## src/rtl/runstop_pkg.sv

```systemverilog
package runstop_pkg;
    localparam int PH_W = 4;

    typedef struct packed {
        logic            stop;
        logic [PH_W-1:0] phase;
        logic [PH_W-1:0] len;
        logic            att;
        logic            run_prev;
        logic            unclean;
    } rs_state_t;
endpackage

```

## src/rtl/runstop_sync.sv

```systemverilog
module runstop_sync #(
    parameter int STAGES = 2
) (
    input  logic clk,
    input  logic rst_n,
    input  logic din,
    output logic dout,
    output logic any_high
);
    logic [STAGES-1:0] chain_q;

    generate
        for (genvar i = 0; i < STAGES; i++) begin : g_stage
            if (i == 0) begin : g_first
                always_ff @(posedge clk or negedge rst_n) begin
                    if (!rst_n) chain_q[0] <= 1'b0;
                    else        chain_q[0] <= din;
                end
            end else begin : g_next
                always_ff @(posedge clk or negedge rst_n) begin
                    if (!rst_n) chain_q[i] <= 1'b0;
                    else        chain_q[i] <= chain_q[i-1];
                end
            end
        end
    endgenerate

    assign dout     = chain_q[STAGES-1];
    assign any_high = |chain_q;
endmodule

```

## src/rtl/runstop_ctrl.sv

```systemverilog
module runstop_ctrl
    import runstop_pkg::*;
#(
    parameter int SYNC_STAGES = 2
) (
    input  logic            clk,
    input  logic            rst_n,
    input  logic            set_run,
    input  logic            set_ss,
    input  logic            clr_stop,
    input  logic            half_step,
    input  logic            err,
    input  logic            power_ok,
    input  logic [PH_W-1:0] instr_len,
    output logic            clk_en,
    output logic            stopped,
    output logic            unclean_halt,
    output logic            half_mode,
    output logic [PH_W-1:0] phase
);
    localparam logic [PH_W-1:0] HALF_LEN = PH_W'(2);

    rs_state_t st_q, st_d;
    logic run, run_any;

    // level synchroniser for the run request
    runstop_sync #(.STAGES(SYNC_STAGES)) u_sync (
        .clk      (clk),
        .rst_n    (rst_n),
        .din      (set_run),
        .dout     (run),
        .any_high (run_any)
    );

    logic [PH_W-1:0] cur_len;
    logic            at_t0, last_ph, half_pt, en, stop_set, stop_clr;

    always_comb begin
        st_d     = st_q;
        at_t0    = (st_q.phase == '0);
        cur_len  = at_t0 ? instr_len : st_q.len;
        last_ph  = ({1'b0, st_q.phase} + 1'b1) >= {1'b0, cur_len};
        half_pt  = st_q.att && at_t0 && (cur_len == HALF_LEN);
        en       = run && !st_q.stop;
        stop_set = (en && ((last_ph && (set_ss || err)) || (half_pt && set_ss)))
                   || !power_ok;
        stop_clr = clr_stop && !run_any;

        if (stop_set)      st_d.stop = 1'b1;
        else if (stop_clr) st_d.stop = 1'b0;

        if (en) begin
            st_d.phase = last_ph ? '0 : st_q.phase + 1'b1;
            if (at_t0) st_d.len = instr_len;
        end

        if (at_t0) st_d.att = half_step;

        st_d.run_prev = run;
        if (run && !st_q.run_prev)
            st_d.unclean = 1'b0;
        else if (!run && st_q.run_prev && !st_q.stop && !at_t0)
            st_d.unclean = 1'b1;
    end

    always_ff @(posedge clk or negedge rst_n) begin
        if (!rst_n) st_q <= '0;
        else        st_q <= st_d;
    end

    assign clk_en       = en;
    assign stopped      = st_q.stop || !power_ok;
    assign unclean_halt = st_q.unclean;
    assign half_mode    = st_q.att;
    assign phase        = st_q.phase;
endmodule

```

## config.mk

```make
export PLATFORM = sky130hd
export DESIGN_NAME = runstop_ctrl
export DESIGN_NICKNAME = d
export VERILOG_FILES = /design/src/rtl/runstop_pkg.sv /design/src/rtl/runstop_sync.sv /design/src/rtl/runstop_ctrl.sv
export SDC_FILE = /design/constraint.sdc
export NUM_CORES = 1
export LEC_CHECK = 0
export BUFFER_PORTS_ARGS = -buffer_cell sky130_fd_sc_hd__buf_2
export CAP_MARGIN = 30
export CORE_MARGIN = 8
export CORE_UTILIZATION = 49
export CTS_BUF_LIST = sky130_fd_sc_hd__clkbuf_4 sky130_fd_sc_hd__clkbuf_8
export CTS_CLUSTER_SIZE = 20
export DETAILED_ROUTE_END_ITERATION = 7
export PLACE_DENSITY = 0.81
export SYNTH_ARGS = -nofsm -noshare
export SYNTH_HDL_FRONTEND = slang
export SYNTH_SLANG_ARGS = --single-unit
```

## constraint.sdc

```tcl
create_clock -name clk -period 2.46 [get_ports clk]
set_clock_uncertainty 0.05 [all_clocks]
set_input_delay 0.246 -clock clk [delete_from_list [all_inputs] [get_ports clk]]
set_output_delay 0.246 -clock clk [all_outputs]
set_load 0.005 [all_outputs]
```

# Word-level counts from Yosys, hierarchy flattened
# Cells that the tools add are included.
# word_totals
ff_bits	14
in_bits	12
wordCells	43
# classes
add_sub_neg	2
n_lt_le_gt_ge	1
n_eq_ne	1
muxes	6
n_reduce_logical	25
# op_table
operator	count
1-bit logical AND	11
4-bit two-way mux	2
1-bit logical NOT	6
4-bit by 1-bit adder with 5-bit output (second input constant)	1
5-bit by 4-bit greater-or-equal comparator with 1-bit output	1
4-bit by 1-bit adder with 4-bit output (second input constant)	1
4-bit by 2-bit == test with 1-bit output (second input constant)	1
4-bit logical NOT	1
1-bit logical OR	4
1-bit two-way mux	4
2-bit nonzero test	2
2-bit OR reduction	1

# Depth between registers and ports, before layout
# Gate-level depths: netlist (run 1).
# logic_depth
ltp_word	9
mapped_depth	9

# By module
# From an unflattened synthesis (run 1), not the netlist that was laid out.
# unflattened
hier_cells	83
area_unflattened_um2	848.3
# by_module_without_submodules
module	instances	cells_each	area_each_um2	seq_area_each_um2
runstop_ctrl	1	80	792.0	300.3
runstop_sync	1	3	56.3	50.0

# Least setup slack after synthesis (run 1)
# Ideal clock, no wire load.
# synth_path
path_kind	register to register
start	reg st_q, in the netlist phase[0]
end	reg st_q[11] (netlist bit)
t_arrival_ns	2.485
t_required_ns	2.286
setup_slack_ns	-0.199
path_stages_with_launch	10
period_less_slack_ns	2.659
path_cell_list	dfrtp_1 inv_1 ha_1 nor3b_4 mux2_2 ha_1 nand2b_4 a2111oi_4 o21ai_0 a211o_1
# synth_via
elab_chain_len	9
word_cells_on_any_way	14
classes_between	add/sub: 1; order compare: 1; eq/ne: 1; mux: 2; reduce/logical: 9
# synth_lines
item	line	text
from (decl)	runstop_ctrl.sv:23	rs_state_t st_q, st_d;
from (signal assigned)	runstop_ctrl.sv:68	else st_q <= st_d;
4-bit logical NOT *	runstop_ctrl.sv:40	at_t0 = (st_q.phase == '0);
4-bit two-way mux *	-	
named net cur_len[0]	runstop_ctrl.sv:35	logic [PH_W-1:0] cur_len;
parallel branches: the longest is 3 deep, another holds 5-bit by 4-bit greater-or-equal comparator with 1-bit output	-	
1-bit logical OR *	runstop_ctrl.sv:45	stop_set = (en && ((last_ph && (set_ss || err)) || (half_pt && set_ss)))
1-bit logical AND *	runstop_ctrl.sv:45	
1-bit logical OR *	runstop_ctrl.sv:46	|| !power_ok;
1-bit two-way mux or 2-bit nonzero test (tied branches)	-	
# Mark *: on every way through the listed nets, which the timed path passes.
# A chain may end at the register's enable or synchronous reset.

# Final worst setup path (run 1)
# layout_path
start	reg st_q, in the netlist phase[1]
end	reg st_q[11] (netlist bit)
# Same word-level chain as after synthesis.

==> run_results.csv, run 1 <==
group,metric,value,unit
run_status,status,"finished clean",
logic_synthesis,synth_area_per_cell,10.3,um^2
routing,postRouteWirelength,1830,um
sta,period_minus_slack,2450,ps
critical_path,critPathRequiredTime,2580,ps
critical_path,r2r-end,"st_q[11]",
critical_path,start_kind,"flop",
placement,gp_congestion,0.843,
critical_path,r2r-start,"phase[1]",
clock_tree,htree_levels,1,
floorplan,design.die.area,3310,um^2
routing,vias,677,
clock_tree,clock_path_buffers,2,
sta,hold_viol_final,0,
grt,grt.total_usage,0.110,
grt,grt_pass1_wl,2800,um
grt,grt_max_degree,16,
clock_tree,cts_made_buffers,3,
placement,place_area,973,um^2
placement,hpwlAfterDp,1390,um
floorplan,die_x,57.5,um
routing,vias_per_cell,5.46,
logic_synthesis,netlist_instances,82,
pwr,leakagePower,0.000498,uW
critical_path,cp.arrival,2570,ps
logic_synthesis,seq_area_frac_synth,0.415,
critical_path,ff2ff_setup_slack,10,ps
clock_tree,clockRootBuffer,"clkbuf_4",
sta,period_share,0.996,
sta,drv_slew,0,
finish,antenna_cells,0,
finish,drive_gt1_frac,0.411,
critical_path,r2r_cells,9,
pwr,vdd_drop_max,0.766,mV
job,drv_cap,0,
routing,drt_pre_antenna_iters,4,
finish,final_area,1060,um^2
grt,antenna_found_initial,0,
logic_synthesis,ys_warn_count,0,
critical_path,cp-end-kind,"flop",
grt,grt_pass1_vias,635,
finish,num-fill-cells,129,
worst_hold_path,hold_depth,2,
floorplan,rows,15,
finish,mostFrequentLayoutCells,"19 x buf_2, 14 x nand2_1, 13 x dfrtp_1",
clock_tree,cts_tree,"built",
sta,fmax,0.408,GHz
critical_path,cp_max_fo,3,
routing,drt-wirelength-per-cell,14.8,um
clock_tree,clock_sinks,14,
routing,drt_iter0_markers,11,
clock_tree,insertion_delay,280,ps
clock_tree,clk_pin_slew,80,ps
floorplan,initial_core_util,0.506,
finish,fin_cells,124,
finish,seqCellArea,352,um^2
logic_synthesis,yosysUniqueCellTypes,27,
logic_synthesis,syn_area,845,um^2
worst_hold_path,worstHoldPathType,"in2reg",
logic_synthesis,ys_seq_elements,14,
floorplan,ios,20,
logic_synthesis,syn_nets,100,
sta,tightestPinTransition,544,ps
sta,slew_headroom,0.637,
worst_hold_path,hp-start,"half_step",
pwr,power_density,1260,nW/um^2
finish,layout.nets,126,
placement,dp.cells,117,
placement,io_buffers,19,
worst_hold_path,min_to,"half_mode",
routing,drc_errors,0,
finish,areaGrowthSynthToFinish,26.1,%
floorplan,die_height,57.5,um
finish,final_common_cell,"buf_2",
critical_path,worstSetupPathType,"reg2reg",
floorplan,core_area,1670,um^2
sta,setup_violations,0,
finish,multiInputGateArea,473,um^2
routing,drtAntennaViolNets,0,
sta,rsz0062_at_grt,"true",
grt,overflow,0,
## cell usage after synthesis
| cell type | instances | area, um^2 |
|---|---|---|
| nand4_2 | 1 | 12.5 |
| o21a_1 | 1 | 7.51 |
| nor2b_1 | 1 | 6.26 |
| xnor2_1 | 1 | 8.76 |
| nand2_1 | 14 | 52.6 |
| dfrtp_1 | 14 | 350 |
| ha_1 | 6 | 75.1 |
| nand2b_1 | 2 | 12.5 |
| inv_1 | 5 | 18.8 |
| nor2_1 | 6 | 22.5 |
| nor3b_4 | 1 | 18.8 |
| buf_4 | 4 | 30.0 |
| nand3_1 | 2 | 10.0 |
| buf_6 | 1 | 11.3 |
| xor2_1 | 1 | 8.76 |
| clkbuf_1 | 1 | 3.75 |
| o21ai_0 | 5 | 25.0 |
| nor4b_2 | 1 | 15.0 |
| mux2_2 | 2 | 22.5 |
| o32ai_1 | 1 | 8.76 |
| nand2b_4 | 1 | 13.8 |
| mux2i_1 | 3 | 30.0 |
| o22ai_1 | 1 | 6.26 |
| a211o_1 | 1 | 8.76 |
| o31ai_1 | 3 | 22.5 |
| nor3b_1 | 2 | 15.0 |
| a2111oi_4 | 1 | 27.5 |
## worst max path at each step
stage / slack [ps] / cells after the start / to / start
global placement: 80 / 9 / phase[3] / phase[1]
finish: 10 / 9 / st_q[11] / phase[1]
floorplan: -40 / 9 / st_q[11] / phase[0]
CTS: 30 / 10 / st_q[11] / phase[1]
global route: -100 / 9 / st_q[11] / phase[1]
detailed placement: 50 / 9 / st_q[11] / phase[1]
## registers in the layout, indices dropped and copies added (netlist names)
register and cells:
u_sync.dout 1, phase 4, half_mode 1, unclean_halt 1
u_sync.chain_q 1, st_q 6
## layer usage
metal	up-vias	part of all wire	GRT usage
met5	-	0	0
met4	0	0.034	0.0643
met3	7	0.062	0.0426
met2	18	0.49	0.182
met1	325	0.41	0.117
li1	327	-	-
## where the power goes
| part | switching, uW | leakage (uW) | internal, uW |
|---|---|---|---|
| clock network | 75.0 | 0.0000210 | 90.1 |
| logic | 413 | 0.000309 | 394 |
| registers | 62.9 | 0.000168 | 308 |
| total | 550 | 0.000498 | 792 |
## metrics by stage
step	hold WS [ps]	utilization	power (uW)	setup slack [ps]	setup TNS, ps
floorplan	-99.6	-	950	-42.7	-42.7
global placement	106	0.583	1070	75.7	0
detailed placement	103	0.583	1100	48.9	0
CTS	11.3	0.610	1270	32.6	0
global route	137	0.637	1450	-101	-248
finish	147	0.637	1340	11.0	0
## worst max-delay path: stages, from the launching register on
cell       delay, ps
dfrtp_1          410
inv_2             90
ha_4             110
nor3b_4          260
mux2_4           350
ha_4             210
nand2b_4         140
a2111oi_4        350
o21ai_1          110
a211o_1          270
## cell families (layout without fill, tap and decap cells)
logic type,Yosys count,after routing,synth area share
xor+xnor,2,2,0.0207
mux,5,5,0.0622
flops,14,14,0.415
compound gates,13,13,0.126
fa+ha+maj,6,6,0.0889
simple gates,31,31,0.212
buf+inv,11,36,0.0756
## repair_timing
action                                  in CTS  in global routing
hold endpoints to repair                    14                  1
hold buffers                                 1                  1
endpoints found under the setup margin       0                  4
resized for setup                            0                  6
setup buffers                                0                  1
## layout make-up
cell class / count / area share
inverters: 5 / 0.0176
well taps: 17 / 0.0200
multi-input cells: 57 / 0.444
repair buffers: 27 / 0.154
flip-flops and latches: 14 / 0.330
clock buffers: 4 / 0.0341
(Power assumes the default switching activity.)
==> run 2: changes to the inputs <==
==> constraint.sdc (replaced) <==
create_clock -name clk -period 2.46 [get_ports clk]
set_clock_uncertainty 0.05 [all_clocks]
set_input_delay 0.369 -clock clk [delete_from_list [all_inputs] [get_ports clk]]
set_output_delay 0.369 -clock clk [all_outputs]
set_load 0.005 [all_outputs]
==> run_results.csv, run 2 (synthesis results as in run 1) <==
group,metric,value,unit
floorplan,initial_core_util,0.506,
pwr,swShare,0.411,
critical_path,r2r_cells,9,
routing,drt_pre_antenna_iters,4,
grt,grt.total_usage,0.110,
critical_path,cp-end-kind,"flop",
critical_path,cp_num_buf_inv,1,
pwr,internal_power,791,uW
sta,drv_slew,0,
finish,fin_cells,123,
critical_path,r2r-start,"phase[1]",
placement,gp_congestion,0.843,
floorplan,die_x,57.5,um
placement,dp.cells,117,
pwr,leakagePower,0.000494,uW
sta,setup_violations,0,
pwr,p_seq_frac,0.276,
critical_path,critPathRequiredTime,2580,ps
critical_path,critical_path.top_delay_family,"compound AO/OA/AOI/OAI gates",
critical_path,cp.arrival,2570,ps
finish,layout.nets,125,
sta,slew_headroom,0.637,
sta,whs,135,ps
finish,areaGrowthSynthToFinish,24.9,%
floorplan,design.die.area,3310,um^2
clock_tree,insertion_delay,280,ps
worst_hold_path,worstHoldPathType,"in2reg",
job,drv_cap,0,
routing,drt_iter0_markers,14,
pwr,clkPwrFrac,0.123,
clock_tree,cts_tree,"built",
clock_tree,clock_path_buffers,2,
placement,hpwlAfterDp,1390,um
worst_hold_path,hold_depth,1,
sta,period_share,0.996,
grt,grt_pass1_wl,2800,um
finish,regMostFlops,"st_q",
grt,overflow,0,
routing,postRouteWirelength,1840,um
critical_path,cp_max_fo,3,
routing,drtAntennaViolNets,0,
sta,tightestPinTransition,544,ps
sta,fmax,0.408,GHz
critical_path,worstSetupPathType,"reg2reg",
floorplan,rows,15,
grt,grt_max_degree,16,
clock_tree,clk_pin_slew,80,ps
floorplan,core_area,1670,um^2
pwr,comb_power_share,0.601,
grt,busiest_layer,"met2",
run_status,status,"finished clean",
sta,rsz0062_at_grt,"true",
grt,grt_pass1_vias,635,
placement,io_buffers,19,
critical_path,crit_path_cell_trace,"inv_2 -> ha_4 -> nor3b_4 -> mux2_4 -> ha_4 -> nand2b_4 -> a2111oi_4 -> o21ai_1 -> a211o_1",
grt,grtUsageMet3,0.0426,
critical_path,start_kind,"flop",
critical_path,ff2ff_setup_slack,10,ps
pwr,power,1340,uW
routing,vias,677,
critical_path,r2r-end,"st_q[11]",
pwr,p_sw,552,uW
clock_tree,clock_sinks,14,
clock_tree,htree_levels,1,
grt,grtUsageMet1,0.117,
critical_path,critPathLaunch,"phase[1]",
finish,final_common_cell,"buf_2",
pwr,vdd_drop_max,0.767,mV
finish,mostFrequentLayoutCells,"19 x buf_2, 14 x nand2_1, 13 x dfrtp_1",
worst_hold_path,min_to,"u_sync.chain_q[0]",
pwr,power_density,1270,nW/um^2
routing,vias_per_cell,5.50,
worst_hold_path,hp-start,"set_run",
finish,antenna_cells,0,
routing,drt-wirelength-per-cell,14.9,um
finish,drive_gt1_frac,0.415,
critical_path,cpMostUsedCell,"ha_4",
clock_tree,clockRootBuffer,"clkbuf_4",
grt,grt_use_met2,0.182,
floorplan,ios,20,
floorplan,die_height,57.5,um
clock_tree,cts_made_buffers,3,
routing,drc_errors,0,
sta,hold_viol_final,0,
critical_path,slowest_stage,"dfrtp_1",
sta,period_minus_slack,2450,ps
critical_path,max_stage_delay,410,ps
finish,largest_reg_flops,6,
grt,antenna_found_initial,0,
[run 2: cell count changes in the layout (fill, tap and decap cells not counted)]
cell,before,now
dlygate4sd3_1,2,1
[run 2: how the worst max path moves through the flow]
stage	slack, ps	cells past startpoint	endpoint
after global placement	80	9	phase[3]
after floorplan	-40	9	st_q[11]
after CTS	30	10	st_q[11]
final	10	9	st_q[11]
after detailed placement	50	9	st_q[11]
after global routing	-100	9	st_q[11]
[run 2: layout make-up]
class                   instances  area [um^2]
repair buffers                 26          154
well taps                      17         21.3
fillers                       132          616
multi-input cells              57          473
clock buffers                   4         36.3
inverters                       5         18.8
flip-flops and latches         14          352
[run 2: power groups by stage]
| stage | clock network [uW] | logic [uW] | registers (uW) |
|---|---|---|---|
| after CTS | 166 | 737 | 364 |
| after global placement | 0 | 709 | 364 |
| after floorplan | 0 | 576 | 374 |
| final | 165 | 807 | 371 |
| after detailed placement | 0 | 733 | 368 |
| after global routing | 180 | 894 | 378 |
[run 2: per-layer routing]
metal | vias to the layer above | wire length, um | part of all wire
li1 | 325 | - | -
met1 | 325 | 751 | 0.41
met2 | 20 | 906 | 0.49
met3 | 7 | 115 | 0.063
met4 | 0 | 62 | 0.034
met5 | - | 0 | 0
[run 2: per-stage QoR]
| step | cell area, um^2 | setup WS, ps | TNS (ps) | utilization |
|---|---|---|---|---|
| after detailed placement | 973 | 48.9 | 0 | 0.583 |
| final | 1050 | 10.4 | 0 | 0.631 |
| after CTS | 1020 | 32.6 | 0 | 0.610 |
| after floorplan | 865 | -42.7 | -42.7 | - |
| after global routing | 1050 | -101 | -248 | 0.631 |
| after global placement | 973 | 75.7 | 0 | 0.583 |
[run 2: repair_timing]
| action | in CTS | in global routing |
|---|---|---|
| gates resized for setup | 0 | 6 |
| endpoints found under the hold margin | 14 | 0 |
| endpoints found under the setup margin | 0 | 4 |
| hold buffers | 1 | 0 |
| buffers inserted | 0 | 1 |
==> run 3: changes to the inputs <==
CORE_UTILIZATION = 54   (was 49)
GPL_TIMING_DRIVEN = 0   (was not set)
PLACE_DENSITY = 0.84   (was 0.81)
RECOVER_POWER = 50   (was not set)
clock period = 2.8 ns   (was 2.46 ns; I/O delays follow)
==> run_results.csv, run 3 (synthesis results as in run 1) <==
group,metric,value,unit
floorplan,ios,20,
placement,place_area,960,um^2
clock_tree,clockRootBuffer,"clkbuf_4",
critical_path,max_stage_delay,460,ps
critical_path,r2r-start,"phase[0]",
finish,areaGrowthSynthToFinish,20.9,%
pwr,internal_power,679,uW
pwr,comb_power_share,0.574,
pwr,swShare,0.410,
sta,setup_tns,0,ps
routing,drt-wirelength-per-cell,14.9,um
critical_path,slowest_stage,"dfrtp_2",
placement,hpwlAfterDp,1380,um
critical_path,cpMostUsedCell,"ha_1",
routing,drt_pre_antenna_iters,4,
floorplan,design.die.area,3090,um^2
worst_hold_path,hp-start,"set_run",
floorplan,core_area,1490,um^2
sta,drv_slew,0,
floorplan,die_x,55.5,um
placement,dp.cells,117,
grt,grt_pass1_wl,3080,um
critical_path,critPathRequiredTime,2930,ps
grt,grt_pass1_vias,694,
sta,whs,178,ps
routing,drt_iter0_markers,14,
critical_path,cp.arrival,2760,ps
routing,drtAntennaViolNets,0,
sta,period_minus_slack,2630,ps
critical_path,ff2ff_setup_slack,170,ps
pwr,p_seq_frac,0.290,
grt,grt_max_degree,15,
job,drv_cap,0,
finish,mostFrequentLayoutCells,"18 x buf_2, 14 x nand2_1, 13 x dfrtp_1",
placement,gp_congestion,0.844,
worst_hold_path,worstHoldPathType,"in2reg",
clock_tree,clock_path_buffers,2,
routing,vias_per_cell,5.48,
sta,hold_viol_final,0,
finish,fin_cells,124,
sta,slew_headroom,0.470,
critical_path,cp_num_buf_inv,2,
clock_tree,insertion_delay,300,ps
routing,vias,680,
clock_tree,clk_pin_slew,100,ps
finish,layout.nets,127,
critical_path,r2r-end,"st_q[11]",
placement,pre_cts_ws,-149,ps
clock_tree,cts_tree,"built",
pwr,leakagePower,0.000493,uW
floorplan,initial_core_util,0.567,
finish,final_common_cell,"buf_2",
pwr,p_sw,471,uW
critical_path,worstSetupPathType,"reg2reg",
routing,drc_errors,0,
pwr,power_density,1130,nW/um^2
finish,final_area,1020,um^2
grt,overflow,0,
critical_path,crit_end,"st_q[11]",
critical_path,path_depth,9,
sta,period_share,0.938,
pwr,clkPwrFrac,0.136,
finish,antenna_cells,0,
sta,tightestPinTransition,795,ps
clock_tree,cts_made_buffers,3,
finish,drive_gt1_frac,0.343,
clock_tree,clock_sinks,14,
floorplan,die_height,55.5,um
finish,largest_reg_flops,6,
sta,fmax,0.381,GHz
critical_path,critical_path.top_delay_family,"compound AO/OA/AOI/OAI gates",
critical_path,cp_max_fo,7,
critical_path,start_kind,"flop",
grt,antenna_found_initial,0,
sta,setup_violations,0,
critical_path,critPathLaunch,"phase[0]",
placement,io_buffers,19,
sta,rsz0062_at_grt,"false",
critical_path,r2r_cells,9,
grt,grt.total_usage,0.120,
run_status,status,"finished clean",
routing,postRouteWirelength,1850,um
critical_path,cp-end-kind,"flop",
sta,fin_ws,173,ps
critical_path,crit_path_cell_trace,"inv_1 -> ha_1 -> nor3b_4 -> buf_4 -> mux2i_1 -> ha_1 -> a2111oi_4 -> o21ai_1 -> a211o_1",
floorplan,rows,14,
clock_tree,htree_levels,1,
finish,regMostFlops,"st_q",
pwr,vdd_drop_max,0.890,mV
[run 3: layer usage]
| metal | routed length [um] | track usage | vias to the layer above | part of all wire |
|---|---|---|---|---|
| met5 | 0 | 0 | - | 0 |
| met4 | 42 | 0.0634 | 0 | 0.023 |
| met3 | 59 | 0.0251 | 5 | 0.032 |
| met2 | 932 | 0.194 | 14 | 0.50 |
| met1 | 818 | 0.143 | 329 | 0.44 |
| li1 | - | - | 332 | - |
[run 3: final cells by class]
| class | count | area [um^2] |
|---|---|---|
| fill | 116 | 468 |
| multi-input combinational | 57 | 430 |
| sequential | 14 | 352 |
| timing repair buffer | 22 | 119 |
| buffer | 6 | 45.0 |
| clock buffer | 4 | 36.3 |
| tap | 16 | 20.0 |
| inverter | 5 | 18.8 |
[run 3: per-stage QoR]
step | power [uW] | utilization
2_1_floorplan | 803 | -
3_3_place_gp | 917 | 0.645
3_5_place_dp | 959 | 0.645
4_1_cts | 1120 | 0.681
5_1_grt | 1240 | 0.686
6_report | 1150 | 0.686
[run 3: power groups by stage]
| stage | clock network [uW] | logic, uW | registers [uW] |
|---|---|---|---|
| 2_1_floorplan | 0 | 481 | 322 |
| 3_3_place_gp | 0 | 588 | 329 |
| 3_5_place_dp | 0 | 625 | 334 |
| 4_1_cts | 156 | 637 | 330 |
| 5_1_grt | 161 | 734 | 340 |
| 6_report | 156 | 660 | 333 |
[run 3: how the worst min path moves through the flow]
stage / to / slack, ps / cells after the start
after floorplan: half_mode / 70 / 0
after global placement: half_mode / 280 / 1
after detailed placement: u_sync.chain_q[0] / 290 / 1
after CTS: u_sync.chain_q[0] / 180 / 1
after global routing: u_sync.chain_q[0] / 180 / 1
final: u_sync.chain_q[0] / 180 / 1
[run 3: timing repair]
item	in CTS	in global routing
resized for setup	0	2
endpoints found under the setup margin	4	3
hold endpoints to repair	14	0
hold buffers	1	0
pin swaps	0	1
buffers inserted	1	1
